File: config.mk
export PLATFORM = sky130hd
export DESIGN_NAME = uart_chan_regs
export DESIGN_NICKNAME = d
export VERILOG_FILES = /design/src/rtl/uart_chan_pkg.sv /design/src/rtl/uart_cmd_decode.sv /design/src/rtl/uart_mode_regs.sv /design/src/rtl/uart_status_reg.sv /design/src/rtl/uart_chan_regs.sv
export SDC_FILE = /design/constraint.sdc
export NUM_CORES = 1
export LEC_CHECK = 0
export BUFFER_PORTS_ARGS = -buffer_cell sky130_fd_sc_hd__clkbuf_2
export CAP_MARGIN = 20
export CORE_MARGIN = 3
export CORE_UTILIZATION = 35
export CTS_CLUSTER_DIAMETER = 50
export DETAILED_ROUTE_END_ITERATION = 6
export GPL_TIMING_DRIVEN = 1
export SYNTH_ARGS = -nofsm -noshare
export SYNTH_HDL_FRONTEND = slang
export SYNTH_SLANG_ARGS = --single-unit
File: constraint.sdc
create_clock -name clk -period 4.6 [get_ports clk]
set_input_delay 0.69 -clock clk [delete_from_list [all_inputs] [get_ports clk]]
set_output_delay 0.69 -clock clk [all_outputs]
set_load 0.02 [all_outputs]
File: src/rtl/uart_chan_pkg.sv
`timescale 1ns/1ps
package uart_chan_pkg;

   typedef enum logic [1:0] {
      PTR_FIFO = 2'd0,
      PTR_FMT  = 2'd1,
      PTR_STOP = 2'd2
   } mr_ptr_t;

   localparam int OFS_MODE = 0;
   localparam int OFS_STAT = 1;
   localparam int OFS_CMD  = 2;
   localparam int OFS_HOLD = 3;

   localparam logic [3:0] NIB_PTR_FMT  = 4'h1;
   localparam logic [3:0] NIB_RX_RST   = 4'h2;
   localparam logic [3:0] NIB_TX_RST   = 4'h3;
   localparam logic [3:0] NIB_ERR_CLR  = 4'h4;
   localparam logic [3:0] NIB_CHG_CLR  = 4'h5;
   localparam logic [3:0] NIB_BRK_ON   = 4'h6;
   localparam logic [3:0] NIB_BRK_OFF  = 4'h7;
   localparam logic [3:0] NIB_PTR_FIFO = 4'hB;

   typedef struct packed {
      logic rx_on;
      logic rx_off;
      logic tx_on;
      logic tx_off;
      logic ptr_fmt;
      logic ptr_fifo;
      logic rx_rst;
      logic tx_rst;
      logic err_clr;
      logic chg_clr;
      logic brk_on;
      logic brk_off;
   } cmd_t;

endpackage

File: src/rtl/uart_cmd_decode.sv
`timescale 1ns/1ps
module uart_cmd_decode
   import uart_chan_pkg::*;
#(
   parameter int DATA_W      = 8,
   parameter bit HAS_FIFO_MR = 1'b1
) (
   input  logic              cmd_wr,
   input  logic [DATA_W-1:0] cmd_byte,
   output cmd_t              cmd
);

   localparam int NIB_LO = DATA_W - 4;

   logic [3:0] nib;
   assign nib = cmd_byte[DATA_W-1:NIB_LO];

   always_comb begin
      cmd = '0;
      if (cmd_wr) begin
         cmd.rx_on  = cmd_byte[0];
         cmd.rx_off = cmd_byte[1];
         cmd.tx_on  = cmd_byte[2];
         cmd.tx_off = cmd_byte[3];
         case (nib)
            NIB_PTR_FMT:  cmd.ptr_fmt = 1'b1;
            NIB_RX_RST:   cmd.rx_rst  = 1'b1;
            NIB_TX_RST:   cmd.tx_rst  = 1'b1;
            NIB_ERR_CLR:  cmd.err_clr = 1'b1;
            NIB_CHG_CLR:  cmd.chg_clr = 1'b1;
            NIB_BRK_ON:   cmd.brk_on  = 1'b1;
            NIB_BRK_OFF:  cmd.brk_off = 1'b1;
            NIB_PTR_FIFO: begin
               if (HAS_FIFO_MR) cmd.ptr_fifo = 1'b1;
               else             cmd.ptr_fmt  = 1'b1;
            end
            default: ;
         endcase
      end
   end

endmodule

File: src/rtl/uart_mode_regs.sv
`timescale 1ns/1ps
module uart_mode_regs
   import uart_chan_pkg::*;
#(
   parameter int DATA_W      = 8,
   parameter bit HAS_FIFO_MR = 1'b1
) (
   input  logic              clk,
   input  logic              rst_n,
   input  logic              mode_acc,
   input  logic              mode_wr,
   input  logic [DATA_W-1:0] wdata,
   input  logic              go_fmt,
   input  logic              go_fifo,
   output logic [DATA_W-1:0] fifo_mr,
   output logic [DATA_W-1:0] fmt_mr,
   output logic [DATA_W-1:0] stop_mr,
   output logic [DATA_W-1:0] cur_mr
);

   mr_ptr_t ptr;

   always_ff @(posedge clk or negedge rst_n) begin
      if (!rst_n) begin
         ptr <= PTR_FMT;
      end else if (go_fmt) begin
         ptr <= PTR_FMT;
      end else if (go_fifo) begin
         ptr <= PTR_FIFO;
      end else if (mode_acc) begin
         case (ptr)
            PTR_FIFO: ptr <= PTR_FMT;
            default:  ptr <= PTR_STOP;
         endcase
      end
   end

   always_ff @(posedge clk or negedge rst_n) begin
      if (!rst_n) begin
         fmt_mr  <= '0;
         stop_mr <= '0;
      end else if (mode_wr) begin
         if (ptr == PTR_FMT)  fmt_mr  <= wdata;
         if (ptr == PTR_STOP) stop_mr <= wdata;
      end
   end

   generate
      if (HAS_FIFO_MR) begin : g_fifo_mr
         logic [DATA_W-1:0] fifo_q;
         always_ff @(posedge clk or negedge rst_n) begin
            if (!rst_n)                          fifo_q <= '0;
            else if (mode_wr && ptr == PTR_FIFO) fifo_q <= wdata;
         end
         assign fifo_mr = fifo_q;
      end else begin : g_no_fifo_mr
         assign fifo_mr = '0;
      end
   endgenerate

   always_comb begin
      case (ptr)
         PTR_FIFO: cur_mr = fifo_mr;
         PTR_FMT:  cur_mr = fmt_mr;
         default:  cur_mr = stop_mr;
      endcase
   end

   AST_PTR_LEGAL: assert property (@(posedge clk) disable iff (!rst_n)
      ptr != 2'd3);
   AST_PTR_ADVANCE: assert property (@(posedge clk) disable iff (!rst_n)
      (mode_acc && !go_fmt && !go_fifo && ptr == PTR_FMT) |=> ptr == PTR_STOP);
   AST_PTR_PARK: assert property (@(posedge clk) disable iff (!rst_n)
      (mode_acc && !go_fmt && !go_fifo && ptr == PTR_STOP) |=> ptr == PTR_STOP);
   AST_PTR_REPOINT: assert property (@(posedge clk) disable iff (!rst_n)
      go_fmt |=> ptr == PTR_FMT);

endmodule

File: src/rtl/uart_status_reg.sv
`timescale 1ns/1ps
module uart_status_reg #(
   parameter int DATA_W  = 8,
   parameter int ERR_CNT = 4
) (
   input  logic               clk,
   input  logic               rst_n,
   input  logic               rx_rdy,
   input  logic               rx_full,
   input  logic               tx_rdy,
   input  logic               tx_empty,
   input  logic [ERR_CNT-1:0] err_in,
   input  logic               err_clr,
   input  logic               chg_clr,
   input  logic               rx_rst,
   output logic [DATA_W-1:0]  status
);

   localparam int LIVE_CNT = DATA_W - ERR_CNT;
   localparam int BRK_BIT  = ERR_CNT - 1;

   logic [ERR_CNT-1:0] held, held_nxt;
   logic               rx_mask;

   always_comb begin
      held_nxt = held;
      if (err_clr) held_nxt = '0;
      if (chg_clr) held_nxt[BRK_BIT] = 1'b0;
      held_nxt = held_nxt | err_in;
   end

   always_ff @(posedge clk or negedge rst_n) begin
      if (!rst_n) held <= '0;
      else        held <= held_nxt;
   end

   always_ff @(posedge clk or negedge rst_n) begin
      if (!rst_n)                    rx_mask <= 1'b0;
      else if (rx_rst)               rx_mask <= 1'b1;
      else if (!(rx_rdy || rx_full)) rx_mask <= 1'b0;
   end

   logic [LIVE_CNT-1:0] live;
   assign live   = LIVE_CNT'({tx_empty, tx_rdy, rx_full & ~rx_mask, rx_rdy & ~rx_mask});
   assign status = {held, live};

   AST_HELD_STAYS: assert property (@(posedge clk) disable iff (!rst_n)
      (!err_clr && !chg_clr) |=> ((status[DATA_W-1:LIVE_CNT] & $past(status[DATA_W-1:LIVE_CNT]))
                                  == $past(status[DATA_W-1:LIVE_CNT])));
   AST_ERR_CLEARED: assert property (@(posedge clk) disable iff (!rst_n)
      (err_clr && err_in == '0) |=> status[DATA_W-1:LIVE_CNT] == '0);
   AST_RX_MASKED: assert property (@(posedge clk) disable iff (!rst_n)
      rx_rst |=> status[1:0] == 2'b00);

endmodule

File: src/rtl/uart_chan_regs.sv
`timescale 1ns/1ps
module uart_chan_regs
   import uart_chan_pkg::*;
#(
   parameter int DATA_W      = 8,
   parameter int OFS_W       = 2,
   parameter bit HAS_FIFO_MR = 1'b1
) (
   input  logic              clk,
   input  logic              rst_n,
   input  logic              wr_en,
   input  logic              rd_en,
   input  logic [OFS_W-1:0]  addr,
   input  logic [DATA_W-1:0] wdata,
   output logic [DATA_W-1:0] rdata,
   input  logic [DATA_W-1:0] rx_data_i,
   input  logic              rx_rdy_i,
   input  logic              rx_full_i,
   input  logic              tx_rdy_i,
   input  logic              tx_empty_i,
   input  logic              ovr_pulse_i,
   input  logic              par_pulse_i,
   input  logic              frm_pulse_i,
   input  logic              brk_pulse_i,
   output logic              tx_push_o,
   output logic [DATA_W-1:0] tx_data_o,
   output logic              rx_pop_o,
   output logic              rx_flush_o,
   output logic              tx_flush_o,
   output logic              rx_en_o,
   output logic              tx_en_o,
   output logic [1:0]        word_len_o,
   output logic [2:0]        parity_mode_o,
   output logic              stop_two_o,
   output logic              fifo_deep_o,
   output logic              tx_half_o,
   output logic              break_o,
   output logic [DATA_W-1:0] clk_sel_o
);

   localparam int ERR_CNT = 4;
   localparam logic [OFS_W-1:0] A_MODE = OFS_W'(OFS_MODE);
   localparam logic [OFS_W-1:0] A_STAT = OFS_W'(OFS_STAT);
   localparam logic [OFS_W-1:0] A_CMD  = OFS_W'(OFS_CMD);
   localparam logic [OFS_W-1:0] A_HOLD = OFS_W'(OFS_HOLD);

   initial begin
      assert (DATA_W == 8) else $error("uart_chan_regs: DATA_W must be 8");
      assert (OFS_W >= 2)  else $error("uart_chan_regs: OFS_W must cover four offsets");
   end

   cmd_t              cmd;
   logic [DATA_W-1:0] fifo_mr, fmt_mr, stop_mr, cur_mr, status;
   logic              mode_acc, mode_wr;

   assign mode_acc = (wr_en || rd_en) && addr == A_MODE;
   assign mode_wr  = wr_en && addr == A_MODE;

   uart_cmd_decode #(.DATA_W(DATA_W), .HAS_FIFO_MR(HAS_FIFO_MR)) u_dec (
      .cmd_wr   (wr_en && addr == A_CMD),
      .cmd_byte (wdata),
      .cmd      (cmd)
   );

   uart_mode_regs #(.DATA_W(DATA_W), .HAS_FIFO_MR(HAS_FIFO_MR)) u_mode (
      .clk      (clk),
      .rst_n    (rst_n),
      .mode_acc (mode_acc),
      .mode_wr  (mode_wr),
      .wdata    (wdata),
      .go_fmt   (cmd.ptr_fmt || cmd.rx_rst || cmd.tx_rst),
      .go_fifo  (cmd.ptr_fifo),
      .fifo_mr  (fifo_mr),
      .fmt_mr   (fmt_mr),
      .stop_mr  (stop_mr),
      .cur_mr   (cur_mr)
   );

   uart_status_reg #(.DATA_W(DATA_W), .ERR_CNT(ERR_CNT)) u_stat (
      .clk      (clk),
      .rst_n    (rst_n),
      .rx_rdy   (rx_rdy_i),
      .rx_full  (rx_full_i),
      .tx_rdy   (tx_rdy_i),
      .tx_empty (tx_empty_i),
      .err_in   ({brk_pulse_i, frm_pulse_i, par_pulse_i, ovr_pulse_i}),
      .err_clr  (cmd.err_clr),
      .chg_clr  (cmd.chg_clr),
      .rx_rst   (cmd.rx_rst),
      .status   (status)
   );

   always_ff @(posedge clk or negedge rst_n) begin
      if (!rst_n) begin
         rx_en_o <= 1'b0;
         tx_en_o <= 1'b0;
         break_o <= 1'b0;
      end else begin
         if (cmd.rx_off)                     rx_en_o <= 1'b0;
         else if (cmd.rx_on)                 rx_en_o <= 1'b1;
         else if (cmd.rx_rst)                rx_en_o <= 1'b0;
         if (cmd.tx_off)                     tx_en_o <= 1'b0;
         else if (cmd.tx_on)                 tx_en_o <= 1'b1;
         else if (cmd.tx_rst)                tx_en_o <= 1'b0;
         if (cmd.tx_rst || cmd.brk_off)      break_o <= 1'b0;
         else if (cmd.brk_on)                break_o <= 1'b1;
      end
   end

   always_ff @(posedge clk or negedge rst_n) begin
      if (!rst_n)                      clk_sel_o <= '0;
      else if (wr_en && addr == A_STAT) clk_sel_o <= wdata;
   end

   always_comb begin
      rdata = '0;
      if (rd_en) begin
         case (addr)
            A_MODE:  rdata = cur_mr;
            A_STAT:  rdata = status;
            A_HOLD:  rdata = rx_data_i;
            default: rdata = '0;
         endcase
      end
   end

   assign tx_push_o     = wr_en && addr == A_HOLD;
   assign tx_data_o     = wdata;
   assign rx_pop_o      = rd_en && addr == A_HOLD;
   assign rx_flush_o    = cmd.rx_rst;
   assign tx_flush_o    = cmd.tx_rst;
   assign word_len_o    = fmt_mr[1:0];
   assign parity_mode_o = fmt_mr[4:2];
   assign stop_two_o    = stop_mr[3];
   assign fifo_deep_o   = fifo_mr[3];
   assign tx_half_o     = fifo_mr[4];

   AST_DISABLE_WINS: assert property (@(posedge clk) disable iff (!rst_n)
      (wr_en && addr == A_CMD && wdata[1]) |=> !rx_en_o);
   AST_TX_DISABLE_WINS: assert property (@(posedge clk) disable iff (!rst_n)
      (wr_en && addr == A_CMD && wdata[3]) |=> !tx_en_o);
   AST_TXRST_NO_BREAK: assert property (@(posedge clk) disable iff (!rst_n)
      tx_flush_o |=> !break_o);
   AST_BREAK_STEADY: assert property (@(posedge clk) disable iff (!rst_n)
      !(wr_en && addr == A_CMD) |=> $stable(break_o));
   AST_RXRST_OFF: assert property (@(posedge clk) disable iff (!rst_n)
      (rx_flush_o && !wdata[0]) |=> !rx_en_o);

endmodule

**Word-level counts from Yosys, hierarchy flattened**

Index checks and enable logic that the tools add are counted.

- Add/sub/neg operators: 0
- Multipliers: 0
- Div/mod/pow operators: 0
- $lt $le $gt $ge: 0
- Eq/ne operators: 14
- Shift-type cells: 0
- Multiplexer cells: 28
- Bitwise operators: 4
- Reductions and logical operators: 20

Operators with widths:

| cell | count |
|---|---|
| $pmux 8 s3 | 1 |
| $mux 1 | 19 |
| $eq 4x3->1 const B | 4 |
| $pmux 8 s2 | 1 |
| $mux 12 | 1 |
| $reduce_bool 3->1 | 3 |
| $eq 4x2->1 const B | 2 |
| $mux 2 | 4 |
| $mux 8 | 1 |
| $logic_and 1x1->1 | 7 |
| $eq 2x2->1 const B | 3 |
| $logic_or 1x1->1 | 5 |
| $eq 2x1->1 const B | 2 |
| $eq 4x1->1 const B | 1 |
| $eq 4x4->1 const B | 1 |
| $logic_not 2->1 | 2 |
| $mux 4 | 1 |
| $or 4x4->4 | 1 |
| $reduce_and 2->1 | 2 |
| $and 1x1->1 | 2 |
| $ne 2x2->1 const B | 1 |
| $reduce_bool 2->1 | 1 |
| $not 1->1 | 1 |

- Register bits after elaboration: 42
- Bits in latches: 0
- Memory bits (writable): 0
- Memory bits (read-only): 0
- Output and inout bits: 39
- Memories kept: 0

**Longest topological paths before layout**

Gate-level depths: netlist of run 1.

- Word-level depth: 6
- Depth in mapped cells: 5
- Depth with buffers taken out: 3

**Hierarchy**

Synthesis of run 1 repeated with hierarchy kept, for this count alone.

- Cells, all modules: 192
- Area, all modules: 2279.7 um2

Modules (own cells, without submodules):

| module | instances | cells each | area each (um2) | sequential area each (um2) |
|---|---|---|---|---|
| uart_mode_regs | 1 | 86 | 1166.1 | 651.9 |
| uart_chan_regs | 1 | 72 | 808.3 | 275.3 |
| uart_status_reg | 1 | 17 | 202.7 | 125.1 |
| uart_cmd_decode | 1 | 17 | 102.6 | 0.0 |

**Worst setup path after synthesis of run 1**

Ideal clock, no wire load.

- Path kind: input to output
- Start: input port addr[0]
- End: output port rdata[2]
- Arrival time: 1.758 ns
- Required time: 3.910 ns
- Setup slack: 2.152 ns
- Stages: 5
- Cells stage by stage: buf_6 -> buf_2 -> nand2b_1 -> o221ai_1 -> o21ai_0

- Word-level cells in the longest chain between the ends: 3

RTL lines:

| element | RTL line | source |
|---|---|---|
| start, declared | uart_chan_regs.sv:13 | `input logic [OFS_W-1:0] addr,` |
| $eq 2x2->1 (tied with other cells) | uart_chan_regs.sv:118 | `case (addr)` |
| $pmux 8 s3 * | uart_chan_regs.sv:118 |  |
| $mux 8 * | uart_chan_regs.sv:117 | `if (rd_en) begin` |
| end, declared | uart_chan_regs.sv:15 | `output logic [DATA_W-1:0] rdata,` |

Every way passes the cells marked *; elsewhere a longest branch is shown, timed or not.

**Final worst setup path of run 1**

- Start: register u_mode.ptr[0]
- End: output port rdata[6]

- Word-level cells in the longest chain between the ends: 4

RTL lines:

| element | RTL line | source |
|---|---|---|
| start, declared | uart_mode_regs.sv:21 | `mr_ptr_t ptr;` |
| start signal, assigned | uart_mode_regs.sv:25 | `ptr <= PTR_FMT;` |
| start signal, assigned | uart_mode_regs.sv:27 | `ptr <= PTR_FMT;` |
| start signal, assigned | uart_mode_regs.sv:29 | `ptr <= PTR_FIFO;` |
| $eq 2x1->1 or $logic_not 2->1 (tied branches) | uart_mode_regs.sv:62 | `case (ptr)` |
| $pmux 8 s2 * | uart_mode_regs.sv:62 |  |
| $pmux 8 s3 * | uart_chan_regs.sv:118 |  |
| $mux 8 * | uart_chan_regs.sv:117 |  |

Marks and branches as above.

==> results of run 1 <==
==> final timing paths <==
check	startpoint	end	cells after the start
setup / recovery	u_mode.ptr[0]$_DFFE_PN1P_	rdata[6]	4
hold / removal	rst_n	u_stat.held[0]$_DFF_PN0_	1
setup reg to reg	u_mode.ptr[0]$_DFFE_PN1P_	u_mode.fifo_mr[3]$_DFFE_PN0P_	3
hold reg to reg	u_stat.held[3]$_DFF_PN0_	u_stat.held[3]$_DFF_PN0_	1
max in group asynchronous	rst_n	rx_en_o$_DFFE_PN0P_	2
min in group clk	u_stat.held[3]$_DFF_PN0_	u_stat.held[3]$_DFF_PN0_	1
==> synth_stat cells <==
| cell | n | area [um2] |
|---|---|---|
| dfrtp_1 | 41 | 1030 |
| mux2_2 | 31 | 349 |
| buf_4 | 13 | 97.6 |
| o21ai_0 | 11 | 55.1 |
| nand2_1 | 10 | 37.5 |
| nor2_1 | 7 | 26.3 |
| o221ai_1 | 7 | 61.3 |
| a2111oi_0 | 6 | 52.6 |
| and2b_1 | 5 | 37.5 |
| a21o_1 | 4 | 30.0 |
| buf_2 | 4 | 20.0 |
| a31oi_1 | 3 | 18.8 |
| and3b_1 | 3 | 26.3 |
| buf_6 | 3 | 33.8 |
| clkbuf_1 | 3 | 11.3 |
| nand4bb_1 | 3 | 33.8 |
| nor2b_1 | 3 | 18.8 |
| a221o_1 | 2 | 20.0 |
| a22o_1 | 2 | 17.5 |
| a22oi_1 | 2 | 15.0 |
| and3_1 | 2 | 12.5 |
| inv_1 | 2 | 7.51 |
| mux2_4 | 2 | 30.0 |
| nand3b_1 | 2 | 15.0 |
| nand4b_4 | 2 | 47.6 |
| or2_2 | 2 | 12.5 |
| a21oi_1 | 1 | 5.00 |
| and4bb_2 | 1 | 12.5 |
| clkbuf_4 | 1 | 7.51 |
| dfstp_2 | 1 | 26.3 |
| maj3_1 | 1 | 10.0 |
| nand2b_1 | 1 | 6.26 |
| nand3_1 | 1 | 5.00 |
| nand3_4 | 1 | 17.5 |
| nand3b_2 | 1 | 11.3 |
| nand4_1 | 1 | 6.26 |
| nor2_4 | 1 | 11.3 |
| o211ai_1 | 1 | 7.51 |
| or3_1 | 1 | 6.26 |
| or4b_1 | 1 | 10.0 |
==> per-stage QoR <==
stage,util,std cells
2_1_floorplan,-,189
3_3_place_gp,0.413,308
3_5_place_dp,0.413,308
4_1_cts,0.432,316
5_1_grt,0.436,317
6_report,0.436,317
==> report_power, final <==
group | switching (W) | internal, W
sequential | 0.0000852 | 0.000495
combinational | 0.000196 | 0.000189
clock | 0.000136 | 0.000163
total | 0.000417 | 0.000846
==> flip-flops by register name (all words and copies together) (netlist names) <==
register / cells
clk_sel_o: 8
u_mode.fifo_mr: 8
u_mode.fmt_mr: 8
u_mode.stop_mr: 8
u_stat.held: 4
u_mode.ptr: 2
break_o: 1
rx_en_o: 1
tx_en_o: 1
u_stat.rx_mask: 1
==> cells by family (layout without fill, tap and decap cells) <==
group                      count (synthesis)  in the layout  share of synthesized area
and+or+nand+nor                           48             48                      0.157
DFF                                       42             42                      0.466
AOI/OAI and AO/OA                         39             39                      0.125
muxes                                     33             33                      0.168
buffers and inverters                     26             79                     0.0788
adders and majority gates                  1              1                    0.00444
==> per-layer routing <==
metal	vias up	wire length, um
met5	-	0
met4	0	65
met3	8	262
met2	48	2650
met1	809	2490
li1	798	-
==> cell type report <==
type                    instances  share of cell area
inverters                       2             0.00282
clock inverters                 3              0.0165
multi-input cells             121               0.386
clock buffers                   5              0.0259
flip-flops and latches         42               0.396
well taps                      75              0.0353
repair buffers                 69               0.138
==> critical path, delay by kind of cell (launching register included) <==
kind	cells	cell delay (ps)
buffers and inverters	1	190
AOI/OAI and AO/OA	2	760
DFF	1	780
and+or+nand+nor	1	220
==> run_results.csv, run 1 <==
group,metric,value,unit
sta,finClkSkew,4.17,ps
global_route,grt_max_degree,43,
critical_path,start_kind,"flop",
clock_tree,numClockSinks,42,
place,io_buffers,68,
logic_synthesis,ys_seq_elements,42,
layout,antenna_cells,0,
global_route,grt_pass1_wl,8.91,mm
global_route,antenna_found_initial,0,
critical_path,critPathCaptureType,"output port",
sta,fin_setup_tns,0,ps
global_route,gr-total-overflow,0,
sta,fin_hold_ws,385,ps
layout,nFillCells,604,
sta,hold_viol_final,0,
clock_tree,htreeDepth,2,
sta,finalSetupViolCount,0,
clock_tree,cts_max_path_buffers,2,
clock_tree,cts_resized,0,
critical_path,path_cells,"and2b_1 -> a2111oi_0 -> o21ai_0 -> clkbuf_2",
logic_synthesis,ys_types,40,
clock_tree,cts_tree,"yes",
critical_path,critPathMaxStageDelay,780,ps
place,dpl-instance-area,2520,um2
die,initial_core_util,0.370,
place,place_congestion,0.760,
global_route,grt_pass1_vias,1648,
run_status,status,"finished clean",
power_and_ir_drop,p_total,0.00126,W
routing,wire_per_inst,17.3,um
clock_tree,clk_pin_slew,90,ps
logic_synthesis,yosys_warnings,0,
logic_synthesis,syn_area_per_cell,11.9,um2
critical_path,crit_required,3910,ps
logic_synthesis,syn-num-nets,219,
clock_tree,clockRootBuffer,"clkbuf_8",
clock_tree,post_cts_buffers,0,
critical_path,crit_arrival,2250,ps
place,place_ws,1800,ps
die,die_h,86.3,um
place,dp_hpwl,3.90,mm
clock_tree,cts_hold_buf,0,
critical_path,r2r_slack,3020,ps
sta,rsz0062_at_grt,"no",
routing,first_pass_iters,4,
sta,period_share,0.639,
global_route,met2_usage,0.259,
clock_tree,cts_made_buffers,5,
sta,period_minus_slack,2940,ps
routing,ant_nets,0,
layout,multiInputGateArea,1030,um2
logic_synthesis,syn_area,2260,um2
sta,drv_slew,0,
sta,tightestPinTransition,715,ps
power_and_ir_drop,p_per_area,475,nW/um2
die,rows,28,
layout,layout_commonest_cell,"clkbuf_2",
die,ios,69,
routing,drt-total-wl,5.48,mm
logic_synthesis,synthesis.instances,189,
layout,final_cell_mix,"clkbuf_2, dfrtp_1, mux2_2",
layout,drive_above_1_share,0.492,
power_and_ir_drop,max-vdd-ir-drop,0.238,mV
layout,fin_area,2660,um2
run,maxCapViolations,0,
sta,worst_slack,1660,ps
sta,slew_headroom,0.522,
die,design.core.area,6100,um2
global_route,grt_use_met3,0.0266,
layout,areaGrowthSynthToFinish,17.9,%
sta,max_freq,0.340,GHz
critical_path,criticalPathCategory,"reg2out",
global_route,grt_usage,0.158,
routing,drt-initial-drc-count,68,
logic_synthesis,seq_area_frac_synth,0.466,
routing,vias,1663,
die,dieArea,7450,um2
global_route,busiest_layer,"met2",
die,die_w,86.3,um
layout,seqCellArea,1050,um2
clock_tree,insertion_delay,300,ps
routing,post-route-drc-count,0,
power_and_ir_drop,p_leak,1.26,nW
global_route,grt_util_met1,0.217,
critical_path,critPathMaxFanout,20,
layout,layout.nets,271,
worst_hold_path,hp-class,"in2async",
routing,vias_per_cell,5.25,
critical_path,slowest_stage,"dfstp_2",
Note: power is estimated with default switching activity, not from simulation.
==> run 2: changes to the inputs <==
- clock period: 4.6 -> 2.8 ns (I/O delays scaled with it)
==> run 2 against run 1 <==
Non-clock buffer count is 1 higher. Clock-buffer cell count grew 1. Utilization fell by 0.64 points. Flip-flop and latch count did not move. Critical path depth did not move. Sequential power grew 67%. Largest cell class unchanged.
==> run_results.csv, run 2 (synthesized netlist as in run 1, its figures left out) <==
group,metric,value,unit
routing,drt-total-wl,5.36,mm
clock_tree,cts_tree,"yes",
sta,rsz0062_at_grt,"no",
clock_tree,cts_hold_buf,0,
layout,areaGrowthSynthToFinish,16.2,%
clock_tree,clockRootBuffer,"clkbuf_8",
global_route,gr-total-overflow,0,
die,dieArea,7450,um2
critical_path,start_kind,"flop",
layout,multiInputGateArea,1030,um2
routing,wire_per_inst,16.9,um
place,place_inst,310,
die,initial_core_util,0.370,
clock_tree,cts_resized,0,
clock_tree,htreeDepth,2,
global_route,grt_pass1_wl,8.80,mm
critical_path,crit_required,2380,ps
run_status,status,"finished clean",
layout,drive_above_1_share,0.490,
critical_path,slowest_stage,"dfstp_2",
global_route,grt_max_degree,43,
power_and_ir_drop,p_total,0.00197,W
routing,ant_nets,0,
critical_path,r2r_slack,1230,ps
sta,max_freq,0.401,GHz
global_route,grt_usage,0.154,
layout,antenna_cells,0,
layout,nFillCells,631,
routing,drt-initial-drc-count,73,
critical_path,reg2reg_depth,3,
routing,vias_per_cell,5.39,
layout,layout_commonest_cell,"clkbuf_2",
clock_tree,post_cts_buffers,0,
power_and_ir_drop,p_leak,1.24,nW
clock_tree,numClockSinks,42,
die,die_w,86.3,um
critical_path,critPathMaxStageDelay,770,ps
critical_path,critPathMaxFanout,20,
layout,final_cell_mix,"clkbuf_2, dfrtp_1, mux2_2",
routing,vias,1713,
clock_tree,insertion_delay,290,ps
layout,seqCellArea,1050,um2
routing,first_pass_iters,4,
layout,layout.nets,272,
critical_path,crit_end,"rdata[0]",
critical_path,r2r-start,"u_mode.ptr[0]$_DFFE_PN1P_",
global_route,grt_pass1_vias,1729,
sta,finalSetupViolCount,0,
sta,fin_hold_ws,183,ps
power_and_ir_drop,p_per_area,752,nW/um2
die,ios,69,
sta,fin_setup_tns,0,ps
sta,tightestPinTransition,532,ps
place,io_buffers,68,
sta,slew_headroom,0.645,
clock_tree,clk_pin_slew,80,ps
critical_path,criticalPathCategory,"reg2out",
critical_path,critPathCaptureType,"output port",
critical_path,path_cells,"mux2_2 -> a221o_1 -> a22o_1 -> clkbuf_2",
run,maxCapViolations,0,
layout,instances_no_fill,318,
die,design.core.area,6100,um2
sta,finClkSkew,7.42,ps
critical_path,r2r_end,"u_mode.fifo_mr[3]$_DFFE_PN0P_",
place,place_congestion,0.770,
clock_tree,cts_max_path_buffers,2,
sta,period_share,0.892,
sta,period_minus_slack,2500,ps
routing,post-route-drc-count,0,
die,die_h,86.3,um
global_route,antenna_found_initial,0,
critical_path,worstSetupStartpoint,"u_mode.ptr[0]$_DFFE_PN1P_",
worst_hold_path,hp-class,"in2async",
place,dp_hpwl,3.87,mm
die,rows,28,
sta,drv_slew,0,
power_and_ir_drop,max-vdd-ir-drop,0.295,mV
layout,fin_util,0.430,
clock_tree,cts_made_buffers,5,
critical_path,crit_arrival,2080,ps
sta,hold_viol_final,0,
## run 2: cell count changes in the layout (fill, tap and decap cells not counted)
cell / delta
buf_16: -1
inv_6: -1
bufinv_16: -1
clkinv_4: +1
buf_4: +2
clkbuf_1: +1
## run 2: routing by layer
metal,vias up,routed length [um],GRT usage
met2,45,2550,0.248
li1,805,-,-
met4,0,95,0.0552
met5,-,0,0
met3,10,284,0.0314
met1,853,2430,0.205
## run 2: how the worst min path moves through the flow
stage | cells after the start | startpoint | endpoint
6_report | 2 | rst_n | u_stat.held[1]$_DFF_PN0_
3_5_place_dp | 1 | u_stat.held[2]$_DFF_PN0_ | u_stat.held[2]$_DFF_PN0_
4_1_cts | 2 | rst_n | u_stat.held[1]$_DFF_PN0_
5_1_grt | 2 | rst_n | u_mode.fifo_mr[4]$_DFFE_PN0P_
2_1_floorplan | 0 | rst_n | break_o$_DFFE_PN0P_
3_3_place_gp | 2 | clk_sel_o[7]$_DFFE_PN0P_ | clk_sel_o[7]$_DFFE_PN0P_
## run 2: critical path, delay by kind of cell (launching register included)
kind,cells,cell delay [ps]
compound gates,2,490
flops,1,770
mux,1,380
buf+inv,1,150
## run 2: area by class of cell
cell class	count	area share
inverter	2	0.00286
sequential	42	0.401
timing repair buffer	70	0.136
clock inverter	2	0.00525
clock buffer	6	0.0277
multi-input combinational	121	0.391
tap	75	0.0358
## run 2: stage by stage
step / instance area, um2 / setup WS (ps)
finish: 2620 / 303
global route: 2620 / 149
CTS: 2620 / 290
detailed placement: 2530 / 616
global placement: 2530 / 641
floorplan: 2260 / 892
## run 2: power breakdown
| group | total [W] | switching [W] | internal, W |
|---|---|---|---|
| logic | 0.000623 | 0.000315 | 0.000308 |
| registers | 0.000967 | 0.000154 | 0.000813 |
| clock network | 0.000381 | 0.000205 | 0.000176 |
| total | 0.00197 | 0.000675 | 0.00130 |
==> run 3: changes to the inputs <==
- BUFFER_PORTS_ARGS: -buffer_cell sky130_fd_sc_hd__clkbuf_2 -> -buffer_cell sky130_fd_sc_hd__buf_2
- CTS_CLUSTER_DIAMETER: 50 -> default
- PLACE_DENSITY: default -> 0.56
==> run 3 against run 2 <==
Via count is 2.7% lower. Final cell count is 0.31% lower. Sequential share of layout area hardly changed. Critical endpoint unchanged. Sequential power is 1% lower. Clock-buffer cell count is 1 higher. Combinational power hardly changed. Flip-flop and latch count stayed put. Clock power is 5% higher. Worst setup slack better by 7.6 ps. First-iteration DRC count is 8.2% lower. Global-route usage is 0.057 points lower. Highest routed layer unchanged.
==> run_results.csv, run 3 (synthesized netlist as in run 1, its figures left out) <==
group,metric,value,unit
global_route,grt_pass1_wl,8.74,mm
global_route,gr-total-overflow,0,
critical_path,critPathCaptureType,"output port",
routing,post-route-drc-count,0,
place,io_buffers,68,
sta,fin_setup_tns,0,ps
routing,drt-initial-drc-count,67,
run,maxCapViolations,0,
run_status,status,"finished clean",
layout,layout_commonest_cell,"buf_2",
routing,drt-total-wl,5.34,mm
layout,drive_above_1_share,0.488,
sta,slew_headroom,0.372,
power_and_ir_drop,max-vdd-ir-drop,0.299,mV
die,die_w,86.3,um
die,dieArea,7450,um2
die,die_h,86.3,um
layout,layout.nets,271,
critical_path,path_cells,"mux2_2 -> a221o_1 -> a22o_1 -> buf_2",
routing,first_pass_iters,4,
power_and_ir_drop,p_leak,1.24,nW
clock_tree,cts_resized,0,
global_route,grt_pass1_vias,1651,
clock_tree,cts_hold_buf,0,
die,design.core.area,6100,um2
sta,worst_slack,311,ps
sta,rsz0062_at_grt,"no",
clock_tree,numClockSinks,42,
clock_tree,cts_tree,"yes",
power_and_ir_drop,p_total,0.00198,W
sta,hold_viol_final,0,
routing,ant_nets,0,
critical_path,crit_arrival,2070,ps
place,place_congestion,0.716,
worst_hold_path,hp-class,"in2async",
sta,period_minus_slack,2490,ps
clock_tree,cts_max_path_buffers,2,
power_and_ir_drop,p_per_area,755,nW/um2
critical_path,r2r_slack,1170,ps
clock_tree,insertion_delay,290,ps
clock_tree,clk_pin_slew,80,ps
sta,period_share,0.889,
clock_tree,post_cts_buffers,0,
routing,wire_per_inst,16.8,um
clock_tree,clockRootBuffer,"clkbuf_8",
place,place_ws,630,ps
routing,vias,1666,
die,rows,28,
critical_path,crit_required,2380,ps
place,dp_hpwl,3.75,mm
critical_path,critPathMaxFanout,20,
layout,antenna_cells,0,
routing,vias_per_cell,5.26,
global_route,grt_max_degree,43,
layout,nFillCells,625,
critical_path,slowest_stage,"dfstp_2",
die,ios,69,
sta,finalSetupViolCount,0,
global_route,grt_usage,0.153,
layout,areaGrowthSynthToFinish,16.1,%
critical_path,critPathMaxStageDelay,790,ps
clock_tree,cts_made_buffers,5,
critical_path,start_kind,"flop",
die,initial_core_util,0.370,
critical_path,criticalPathCategory,"reg2out",
sta,max_freq,0.402,GHz
layout,final_cell_mix,"buf_2, dfrtp_1, mux2_2",
clock_tree,htreeDepth,2,
sta,drv_slew,0,
sta,tightestPinTransition,942,ps
global_route,antenna_found_initial,0,
sta,finClkSkew,7.95,ps
## run 3: worst paths after layout
path / start / endpoint / cells past startpoint
hold / removal: rst_n / u_mode.stop_mr[1]$_DFFE_PN0P_ / 1
hold reg to reg: u_stat.held[1]$_DFF_PN0_ / u_stat.held[1]$_DFF_PN0_ / 1
min in group clk: ovr_pulse_i / u_stat.held[0]$_DFF_PN0_ / 2
setup / recovery: u_mode.ptr[0]$_DFFE_PN1P_ / rdata[0] / 4
setup reg to reg: u_mode.ptr[0]$_DFFE_PN1P_ / u_mode.fifo_mr[5]$_DFFE_PN0P_ / 3
max in group asynchronous: rst_n / u_mode.stop_mr[7]$_DFFE_PN0P_ / 1
## run 3: metal layers
layer  up-vias  GRT usage  part of all wire
met3         6     0.0323             0.065
met1       805      0.212              0.47
met4         0     0.0425             0.012
li1        793          -                 -
met5         -          0                 0
met2        62      0.243              0.45
## run 3: metrics by stage
step	utilization	area, um2	hold WS, ps	cells
6_report	0.430	2620	274	317
5_1_grt	0.430	2620	291	317
4_1_cts	0.430	2620	295	317
3_5_place_dp	0.415	2530	474	309
3_3_place_gp	0.415	2530	472	309
2_1_floorplan	-	2260	124	189
## run 3: where the power goes
part / internal [W] / switching, W
Sequential: 0.000813 / 0.000141
Combinational: 0.000310 / 0.000314
Clock: 0.000199 / 0.000201
Total: 0.00132 / 0.000656
## run 3: final cells by class
type / instances / area (um2) / share of cell area
clock buffer: 7 / 86.3 / 0.0330
sequential: 42 / 1050 / 0.402
multi-input combinational: 121 / 1030 / 0.392
inverter: 2 / 7.51 / 0.00287
timing repair buffer: 69 / 348 / 0.133
tap: 75 / 93.8 / 0.0358
clock inverter: 1 / 5.00 / 0.00191
## run 3: critical path: cells and delay by family, from the launching register on
kind / cells / cell delay, ps
buf+inv: 1 / 150
flops: 1 / 790
compound gates: 2 / 460
mux: 1 / 380
